$ cat src/rtl/bls_pkg.sv
package bls_pkg;
  localparam int unsigned REG_AW = 5;
  localparam logic [REG_AW-1:0] SP_IDX = '1;

  typedef enum logic [1:0] {EXT_ZERO, EXT_SIGN32, EXT_SIGN64} ext_mode_e;
  typedef enum logic [1:0] {ST_IDLE, ST_EXEC, ST_MEM, ST_WB} state_e;

  typedef struct packed {
    logic              legal;
    logic              is_load;
    ext_mode_e         ext;
    logic [2:0]        opt;
    logic [REG_AW-1:0] rm;
    logic [REG_AW-1:0] rn;
    logic [REG_AW-1:0] rt;
  } dec_t;
endpackage

$ cat src/rtl/bls_decode.sv
module bls_decode
  import bls_pkg::*;
(
  input  logic [31:0] insn_i,
  output dec_t        dec_o
);
  logic fixed_ok;
  logic unused_shift;

  assign fixed_ok = (insn_i[31:24] == 8'h38) && insn_i[21] && (insn_i[11:10] == 2'b10);
  // shift amount is always zero for byte accesses
  assign unused_shift = insn_i[12];

  always_comb begin
    dec_o.legal   = fixed_ok && insn_i[14];
    dec_o.is_load = insn_i[23] | insn_i[22];
    unique case (insn_i[23:22])
      2'b11:   dec_o.ext = EXT_SIGN32;
      2'b10:   dec_o.ext = EXT_SIGN64;
      default: dec_o.ext = EXT_ZERO;
    endcase
    dec_o.opt = insn_i[15:13];
    dec_o.rm  = insn_i[20:16];
    dec_o.rn  = insn_i[9:5];
    dec_o.rt  = insn_i[4:0];
  end
endmodule

$ cat src/rtl/bls_agen.sv
module bls_agen
  import bls_pkg::*;
#(
  parameter int unsigned XLEN       = 64,
  parameter int unsigned ALIGN_LOG2 = 4
) (
  input  logic [XLEN-1:0]   base_i,
  input  logic [XLEN-1:0]   sp_i,
  input  logic [XLEN-1:0]   idx_i,
  input  logic [2:0]        opt_i,
  input  logic [REG_AW-1:0] rn_i,
  input  logic              chk_en_i,
  output logic [XLEN-1:0]   addr_o,
  output logic              fault_o
);
  localparam int unsigned HALF = XLEN / 2;

  logic [XLEN-1:0] offset;
  logic [XLEN-1:0] base_sel;
  logic            use_sp;

  assign use_sp = (rn_i == SP_IDX);

  always_comb begin
    unique case (opt_i)
      3'b010:  offset = {{HALF{1'b0}}, idx_i[HALF-1:0]};
      3'b110:  offset = {{HALF{idx_i[HALF-1]}}, idx_i[HALF-1:0]};
      default: offset = idx_i;
    endcase
  end

  assign base_sel = use_sp ? sp_i : base_i;
  assign addr_o   = base_sel + offset;

  generate
    if (ALIGN_LOG2 > 0) begin : g_align
      assign fault_o = use_sp && chk_en_i && (sp_i[ALIGN_LOG2-1:0] != '0);
    end else begin : g_no_align
      assign fault_o = 1'b0;
    end
  endgenerate
endmodule

$ cat src/rtl/bls_ldext.sv
module bls_ldext
  import bls_pkg::*;
#(
  parameter int unsigned XLEN = 64
) (
  input  ext_mode_e       mode_i,
  input  logic [7:0]      byte_i,
  output logic [XLEN-1:0] val_o
);
  localparam int unsigned W32 = 32;

  always_comb begin
    unique case (mode_i)
      EXT_SIGN32: val_o = {{(XLEN-W32){1'b0}}, {(W32-8){byte_i[7]}}, byte_i};
      EXT_SIGN64: val_o = {{(XLEN-8){byte_i[7]}}, byte_i};
      default:    val_o = {{(XLEN-8){1'b0}}, byte_i};
    endcase
  end
endmodule

$ cat src/rtl/byte_ldst_unit.sv
module byte_ldst_unit
  import bls_pkg::*;
#(
  parameter int unsigned XLEN       = 64,
  parameter int unsigned ALIGN_LOG2 = 4
) (
  input  logic              clk_i,
  input  logic              rst_ni,
  input  logic              insn_valid_i,
  input  logic [31:0]       insn_i,
  output logic              busy_o,
  input  logic              sp_chk_en_i,
  input  logic [XLEN-1:0]   sp_i,
  output logic [REG_AW-1:0] rf_base_addr_o,
  input  logic [XLEN-1:0]   rf_base_data_i,
  output logic [REG_AW-1:0] rf_idx_addr_o,
  input  logic [XLEN-1:0]   rf_idx_data_i,
  output logic [REG_AW-1:0] rf_src_addr_o,
  input  logic [7:0]        rf_src_byte_i,
  output logic              rf_we_o,
  output logic [REG_AW-1:0] rf_waddr_o,
  output logic [XLEN-1:0]   rf_wdata_o,
  output logic              mem_req_o,
  output logic              mem_we_o,
  output logic [XLEN-1:0]   mem_addr_o,
  output logic [7:0]        mem_wdata_o,
  input  logic              mem_ready_i,
  input  logic [7:0]        mem_rdata_i,
  output logic              done_o,
  output logic              undef_o,
  output logic              align_fault_o
);
  state_e          state_q;
  logic [31:0]     insn_q;
  logic [XLEN-1:0] addr_q;
  logic [7:0]      wdata_q;
  logic [7:0]      rdata_q;
  dec_t            dec;
  logic [XLEN-1:0] agen_addr;
  logic            agen_fault;
  logic [XLEN-1:0] ext_val;

  bls_decode u_dec (.insn_i(insn_q), .dec_o(dec));

  bls_agen #(.XLEN(XLEN), .ALIGN_LOG2(ALIGN_LOG2)) u_agen (
    .base_i  (rf_base_data_i),
    .sp_i    (sp_i),
    .idx_i   (rf_idx_data_i),
    .opt_i   (dec.opt),
    .rn_i    (dec.rn),
    .chk_en_i(sp_chk_en_i),
    .addr_o  (agen_addr),
    .fault_o (agen_fault)
  );

  bls_ldext #(.XLEN(XLEN)) u_ext (.mode_i(dec.ext), .byte_i(rdata_q), .val_o(ext_val));

  // fixed path length: no state depends on data values
  always_ff @(posedge clk_i or negedge rst_ni) begin
    if (!rst_ni) begin
      state_q <= ST_IDLE;
      insn_q  <= '0;
      addr_q  <= '0;
      wdata_q <= '0;
      rdata_q <= '0;
    end else begin
      unique case (state_q)
        ST_IDLE: if (insn_valid_i) begin
          insn_q  <= insn_i;
          state_q <= ST_EXEC;
        end
        ST_EXEC: begin
          if (!dec.legal || agen_fault) begin
            state_q <= ST_IDLE;
          end else begin
            addr_q  <= agen_addr;
            wdata_q <= rf_src_byte_i;
            state_q <= ST_MEM;
          end
        end
        ST_MEM: if (mem_ready_i) begin
          rdata_q <= mem_rdata_i;
          state_q <= dec.is_load ? ST_WB : ST_IDLE;
        end
        default: state_q <= ST_IDLE;
      endcase
    end
  end

  assign busy_o         = (state_q != ST_IDLE);
  assign rf_base_addr_o = dec.rn;
  assign rf_idx_addr_o  = dec.rm;
  assign rf_src_addr_o  = dec.rt;
  assign undef_o        = (state_q == ST_EXEC) && !dec.legal;
  assign align_fault_o  = (state_q == ST_EXEC) && dec.legal && agen_fault;
  assign mem_req_o      = (state_q == ST_MEM);
  assign mem_we_o       = mem_req_o && !dec.is_load;
  assign mem_addr_o     = addr_q;
  assign mem_wdata_o    = wdata_q;
  assign rf_we_o        = (state_q == ST_WB);
  assign rf_waddr_o     = dec.rt;
  assign rf_wdata_o     = ext_val;
  assign done_o         = rf_we_o || (mem_req_o && mem_ready_i && !dec.is_load);

  AST_REQ_HOLD: assert property (@(posedge clk_i) disable iff (!rst_ni)
    mem_req_o && !mem_ready_i |=> mem_req_o && $stable(mem_addr_o) && $stable(mem_wdata_o));
  AST_UNDEF_NO_ACCESS: assert property (@(posedge clk_i) disable iff (!rst_ni)
    undef_o |=> !mem_req_o && !rf_we_o);
  AST_FAULT_NO_ACCESS: assert property (@(posedge clk_i) disable iff (!rst_ni)
    align_fault_o |=> !mem_req_o && !rf_we_o);
  AST_WB_AFTER_ACK: assert property (@(posedge clk_i) disable iff (!rst_ni)
    rf_we_o |-> $past(mem_req_o && mem_ready_i && !mem_we_o));
  AST_ONE_OUTCOME: assert property (@(posedge clk_i) disable iff (!rst_ni)
    $onehot0({done_o, undef_o, align_fault_o}));
  AST_S32_UPPER_ZERO: assert property (@(posedge clk_i) disable iff (!rst_ni)
    rf_we_o && (insn_q[23:22] == 2'b11) |-> rf_wdata_o[XLEN-1:32] == '0);
endmodule

$ cat config.mk
export PLATFORM = sky130hd
export DESIGN_NAME = byte_ldst_unit
export DESIGN_NICKNAME = d
export VERILOG_FILES = /design/src/rtl/bls_pkg.sv /design/src/rtl/bls_decode.sv /design/src/rtl/bls_agen.sv /design/src/rtl/bls_ldext.sv /design/src/rtl/byte_ldst_unit.sv
export SDC_FILE = /design/constraint.sdc
export NUM_CORES = 1
export LEC_CHECK = 0
export BUFFER_PORTS_ARGS = -buffer_cell sky130_fd_sc_hd__buf_2
export CAP_MARGIN = 20
export CORE_AREA = 2 2 160 162
export CTS_CLUSTER_DIAMETER = 60
export DETAILED_ROUTE_END_ITERATION = 12
export DIE_AREA = 0 0 162 164
export PLACE_DENSITY_LB_ADDON = 0.2
export SLEW_MARGIN = 30
export SYNTH_ARGS = -nofsm -noshare
export SYNTH_HDL_FRONTEND = slang
export SYNTH_HIERARCHICAL = 1
export SYNTH_SLANG_ARGS = --single-unit
$ cat constraint.sdc
create_clock -name clk_i -period 4.4 [get_ports clk_i]
set_clock_uncertainty 0.2 [all_clocks]
set_input_delay 0.88 -clock clk_i [delete_from_list [all_inputs] [get_ports clk_i]]
set_output_delay 0.88 -clock clk_i [all_outputs]
set_load 0.01 [all_outputs]
# Word level (Yosys, flattened, before mapping)
# Index checks and enable logic that the tools add are counted.
# word_totals
inputBits	245
elab_cells	53
output_inout_bits	163
ff_bits	114
# op_classes
n_reduce_logical	22
muxes	9
eq_ne	14
n_bitwise	2
n_addsub	1
# ops
cell	n
$pmux 64 s2	2
$add 64x64->64	1
$mux 64	1
$eq 2x2->1 const B	6
$logic_and 1x1->1	11
$eq 8x6->1 const B	1
$mux 2	4
$reduce_and 2->1	4
$pmux 2 s3	1
$eq 5x5->1 const B	1
$eq 2x1->1 const B	2
$pmux 2 s2	1
$reduce_bool 4->1	1
$eq 3x2->1 const B	1
$eq 3x3->1 const B	1
$logic_not 1->1	2
$logic_not 2->1	1
$logic_or 1x1->1	2
$ne 2x1->1 const B	1
$ne 2x2->1 const B	1
$reduce_bool 2->1	1
$not 1->1	1
$or 1x1->1	1

# Longest topological paths before layout
# depth
ltp_word	8
depth_mapped	19
mapped_depth_nobuf	16

# Modules after synthesis
# Netlist, hierarchy kept.
# modules_own_cells
module	n_inst	cells_each	area_per_inst_um2	seq_area_each_um2
bls_agen	1	732	5104.9	0.0
byte_ldst_unit	1	260	4744.6	2852.7
bls_ldext	1	69	523.0	0.0
bls_decode	1	25	193.9	0.0

# Least setup slack after synthesis
# Ideal clock, no wire load.
# synth_path
path_type	reg2reg
start	register insn_q[7]
end	register addr_q[62] (netlist: mem_addr_o[62])
period_less_slack_ns	4.546
required_ns	4.075
setup_slack_ns	-0.146
setup_time_ns	0.125
stages_incl_launch_ff	20
path_buffers	3
t_arrival_ns	4.221
path_cell_list	dfrtp_1 buf_4 and3_1 nand3_1 clkbuf_1 clkbuf_1 mux2_2 ha_1 inv_1 fa_1 nand2b_1 a21oi_1 o21a_1 o2111ai_1 a21oi_1 o2111a_1 o211ai_2 a2111o_1 o221a_1 mux2_4
# synth_via
word_cells_on_any_way	8
cone_classes	add/sub: 1; eq/ne: 1; mux: 1; bitwise: 1; reduce/logical: 4
# synth_lines
element	line_no	text
start: declaration	byte_ldst_unit.sv:34	logic [31:0] insn_q;
start signal: assignment	byte_ldst_unit.sv:69	insn_q <= insn_i;
$eq 5x5->1	bls_agen.sv:22	assign use_sp = (rn_i == SP_IDX);
$mux 64	bls_agen.sv:32	assign base_sel = use_sp ? sp_i : base_i;
$add 64x64->64	bls_agen.sv:33	assign addr_o = base_sel + offset;
net agen_addr[62]	byte_ldst_unit.sv:39	logic [XLEN-1:0] agen_addr;
end signal: assignment	byte_ldst_unit.sv:76	addr_q <= agen_addr;
end: declaration	byte_ldst_unit.sv:35	logic [XLEN-1:0] addr_q;
# The timed path passes the listed nets, and every way through them passes these cells.
# A chain may end at the register's enable or synchronous reset.

# Worst setup path in the final report
# Ends and elaborated chain as after synthesis.

==> reports/qor.yml <==
power_and_ir_drop:
  p_seq_frac: 0.248
  combPwrFrac: 0.444
  vdd_ir_drop_max_uv: 213.8
  pwr-share-clk: 0.308
  cellInternalPower_mw: 2.886
  p_per_area_nw_per_um2: 338.7
  p_sw_frac: 0.3700
  p_leak_nw: 7.130
  total_power_mw: 4.581
  switching_power_mw: 1.695
setup_path:
  r2r-end: "mem_addr_o[62]"
  start_kind: "flop"
  cp_num_buf_inv: 2
  r2r_slack_ps: 140
  cp.depth: 15
  path_class: "reg2reg"
  cpLargestDelayFamily: "compound AO/OA/AOI/OAI gates"
  required_ps: 4500
  crit_end: "mem_addr_o[62]"
  crit_fanout: 10
  worstReg2RegStart: "insn_q[7]"
  crit_arrival_ps: 4360
  cpPeakStageDelay_ps: 420
  cp_slowest_cell: "a2111o_1"
  worstSetupStartpoint: "insn_q[7]"
  crit_path_end_kind: "flop"
  critical_path.cell_chain: "and3_4 -> nand3_4 -> buf_6 -> buf_12 -> mux2_2 -> ha_1 -> nand2_2 -> nor4_4 -> o2111ai_4 -> a21oi_2 -> o2111a_2 -> o211ai_2 -> a2111o_1 -> o221a_1 -> mux2_4"
  worstRegToRegCells: 15
finish:
  final_layout_size_suffix_gt1_frac: 0.5071
  fin_util: 0.5451
  mostFrequentLayoutCells: "buf_2, dfrtp_1, a21oi_1"
  diodes: 0
  fill_cells: 2344
  area_growth_pct: 28.47
  layout_commonest_cell: "buf_2"
  fin_nets: 1778
status:
  outcome: "finished clean"
clock_network:
  cts.sink_count: 113
  clk_pin_slew_ps: 60
  cts-root-buf: "clkbuf_16"
  h-tree-depth: 4
  numCtsBuffers: 17
  cts_tree: "yes"
  clock_path_buffers: 2
  insertion_delay_ps: 420
drt:
  ant_nets: 0
  wl_per_cell_um: 17.37
  drc: 0
  wl_mm: 31.35
  vias: 9297
  dr.pass1.iters: 5
  post_drt_via_cell_ratio: 5.151
  drt_iter0_markers: 438
grt:
  gr-total-overflow: 0
  grt_max_degree: 65
  grt_pass1_vias: 8839
  grt_use_total: 0.2267
  antenna_found_initial: 0
  grt_first_pass_wirelength_mm: 47.09
yosys:
  synth.yosys.warnings: 6
  synthCells: 1084
  synth_nets: 1400
  syn_area_per_cell_um2: 9.714
  syn-cell-area_um2: 10530
placement:
  dp_hpwl_mm: 25.07
  io_buffers: 406
  gp_congestion: 0.9326
  pre_cts_ws_ps: -125.0
sta:
  slew_viol_final: 0
  finalSetupViolations: 0
  setup_slack_ps: 139.1
  fin_crit_ps: 4261
  setup_tns_ps: 0
  worst_pin_slew_ps: 743.8
  finalHoldViolations: 0
  maxSlewHeadroom: 0.5042
  fmax_ghz: 0.2347
  min_period_over_period: 0.9684
  holdWs_ps: 271.5
die:
  die_area_um2: 26570
  core-area_um2: 24820
  rows: 58
  start_util: 0.4243
  die_h_um: 164
  die_w_um: 162
  ios: 408
worst_hold_path:
  hold_class: "in2async"
run:
  maxCapViolations: 0
==> layer usage <==
metal | wire length (um) | global-route usage
met5 | 0 | 0
met4 | 371 | 0.04787
met1 | 13450 | 0.2872
met3 | 1732 | 0.03510
met2 | 15800 | 0.4085
==> worst min-delay path by stage <==
stage,start,endpoint,slack [ps],cells after the start
after floorplan,insn_q[30],insn_q[30],250,1
after CTS,insn_q[30],insn_q[30],290,1
final,rst_ni,mem_addr_o[16],270,1
after global routing,rdata_q[5],rdata_q[5],310,1
after detailed placement,insn_q[30],insn_q[30],280,1
after global placement,insn_q[30],insn_q[30],280,1
==> final cells by class <==
cell class,instances,area [um2],area share
Inverter,25,93.84,0.006937
Clock inverter,14,153.9,0.01138
Multi-Input combinational cell,800,6746,0.4987
Timing Repair Buffer,505,2864,0.2117
Clock buffer,18,429.2,0.03172
Tap cell,330,412.9,0.03052
Sequential cell,113,2828,0.2090
==> power by group through the flow <==
stage                     combinational, mW  sequential, mW  clock [mW]
final                                  2.03            1.14        1.41
after floorplan                        1.33            1.14           0
after global routing                   2.23            1.14        1.49
after CTS                              1.98            1.14        1.44
after detailed placement               1.97            1.16           0
after global placement                 1.96            1.15           0
==> sequential cells by signal, indices dropped and copies added, names as in the netlist <==
name,count
insn_q,31
mem_addr_o,64
mem_wdata_o,8
rdata_q,8
state_q,2
==> through the flow <==
stage               std cells  cell area [um2]
floorplan                1084            10530
global placement         1770            12750
detailed placement       1770            12750
CTS                      1802            13360
global route             1805            13530
finish                   1805            13530
==> worst reg2reg max path, delay by kind of cell (launching register included) <==
family / cells / cell delay [ps]
buffers and inverters: 2 / 290
AO/OA/AOI/OAI: 6 / 1520
multiplexers: 2 / 590
adder cells (fa/ha/maj): 1 / 320
AND/OR/NAND/NOR: 4 / 840
flip-flops: 1 / 390
==> repair_timing <==
item / 4_1_cts / 5_1_grt
resized for setup: 4 / 27
pin swaps: 1 / 11
setup endpoints to repair: 7 / 21
buffers inserted: 0 / 3
hold buffers: 0 / 0
(Power assumes the default switching activity.)
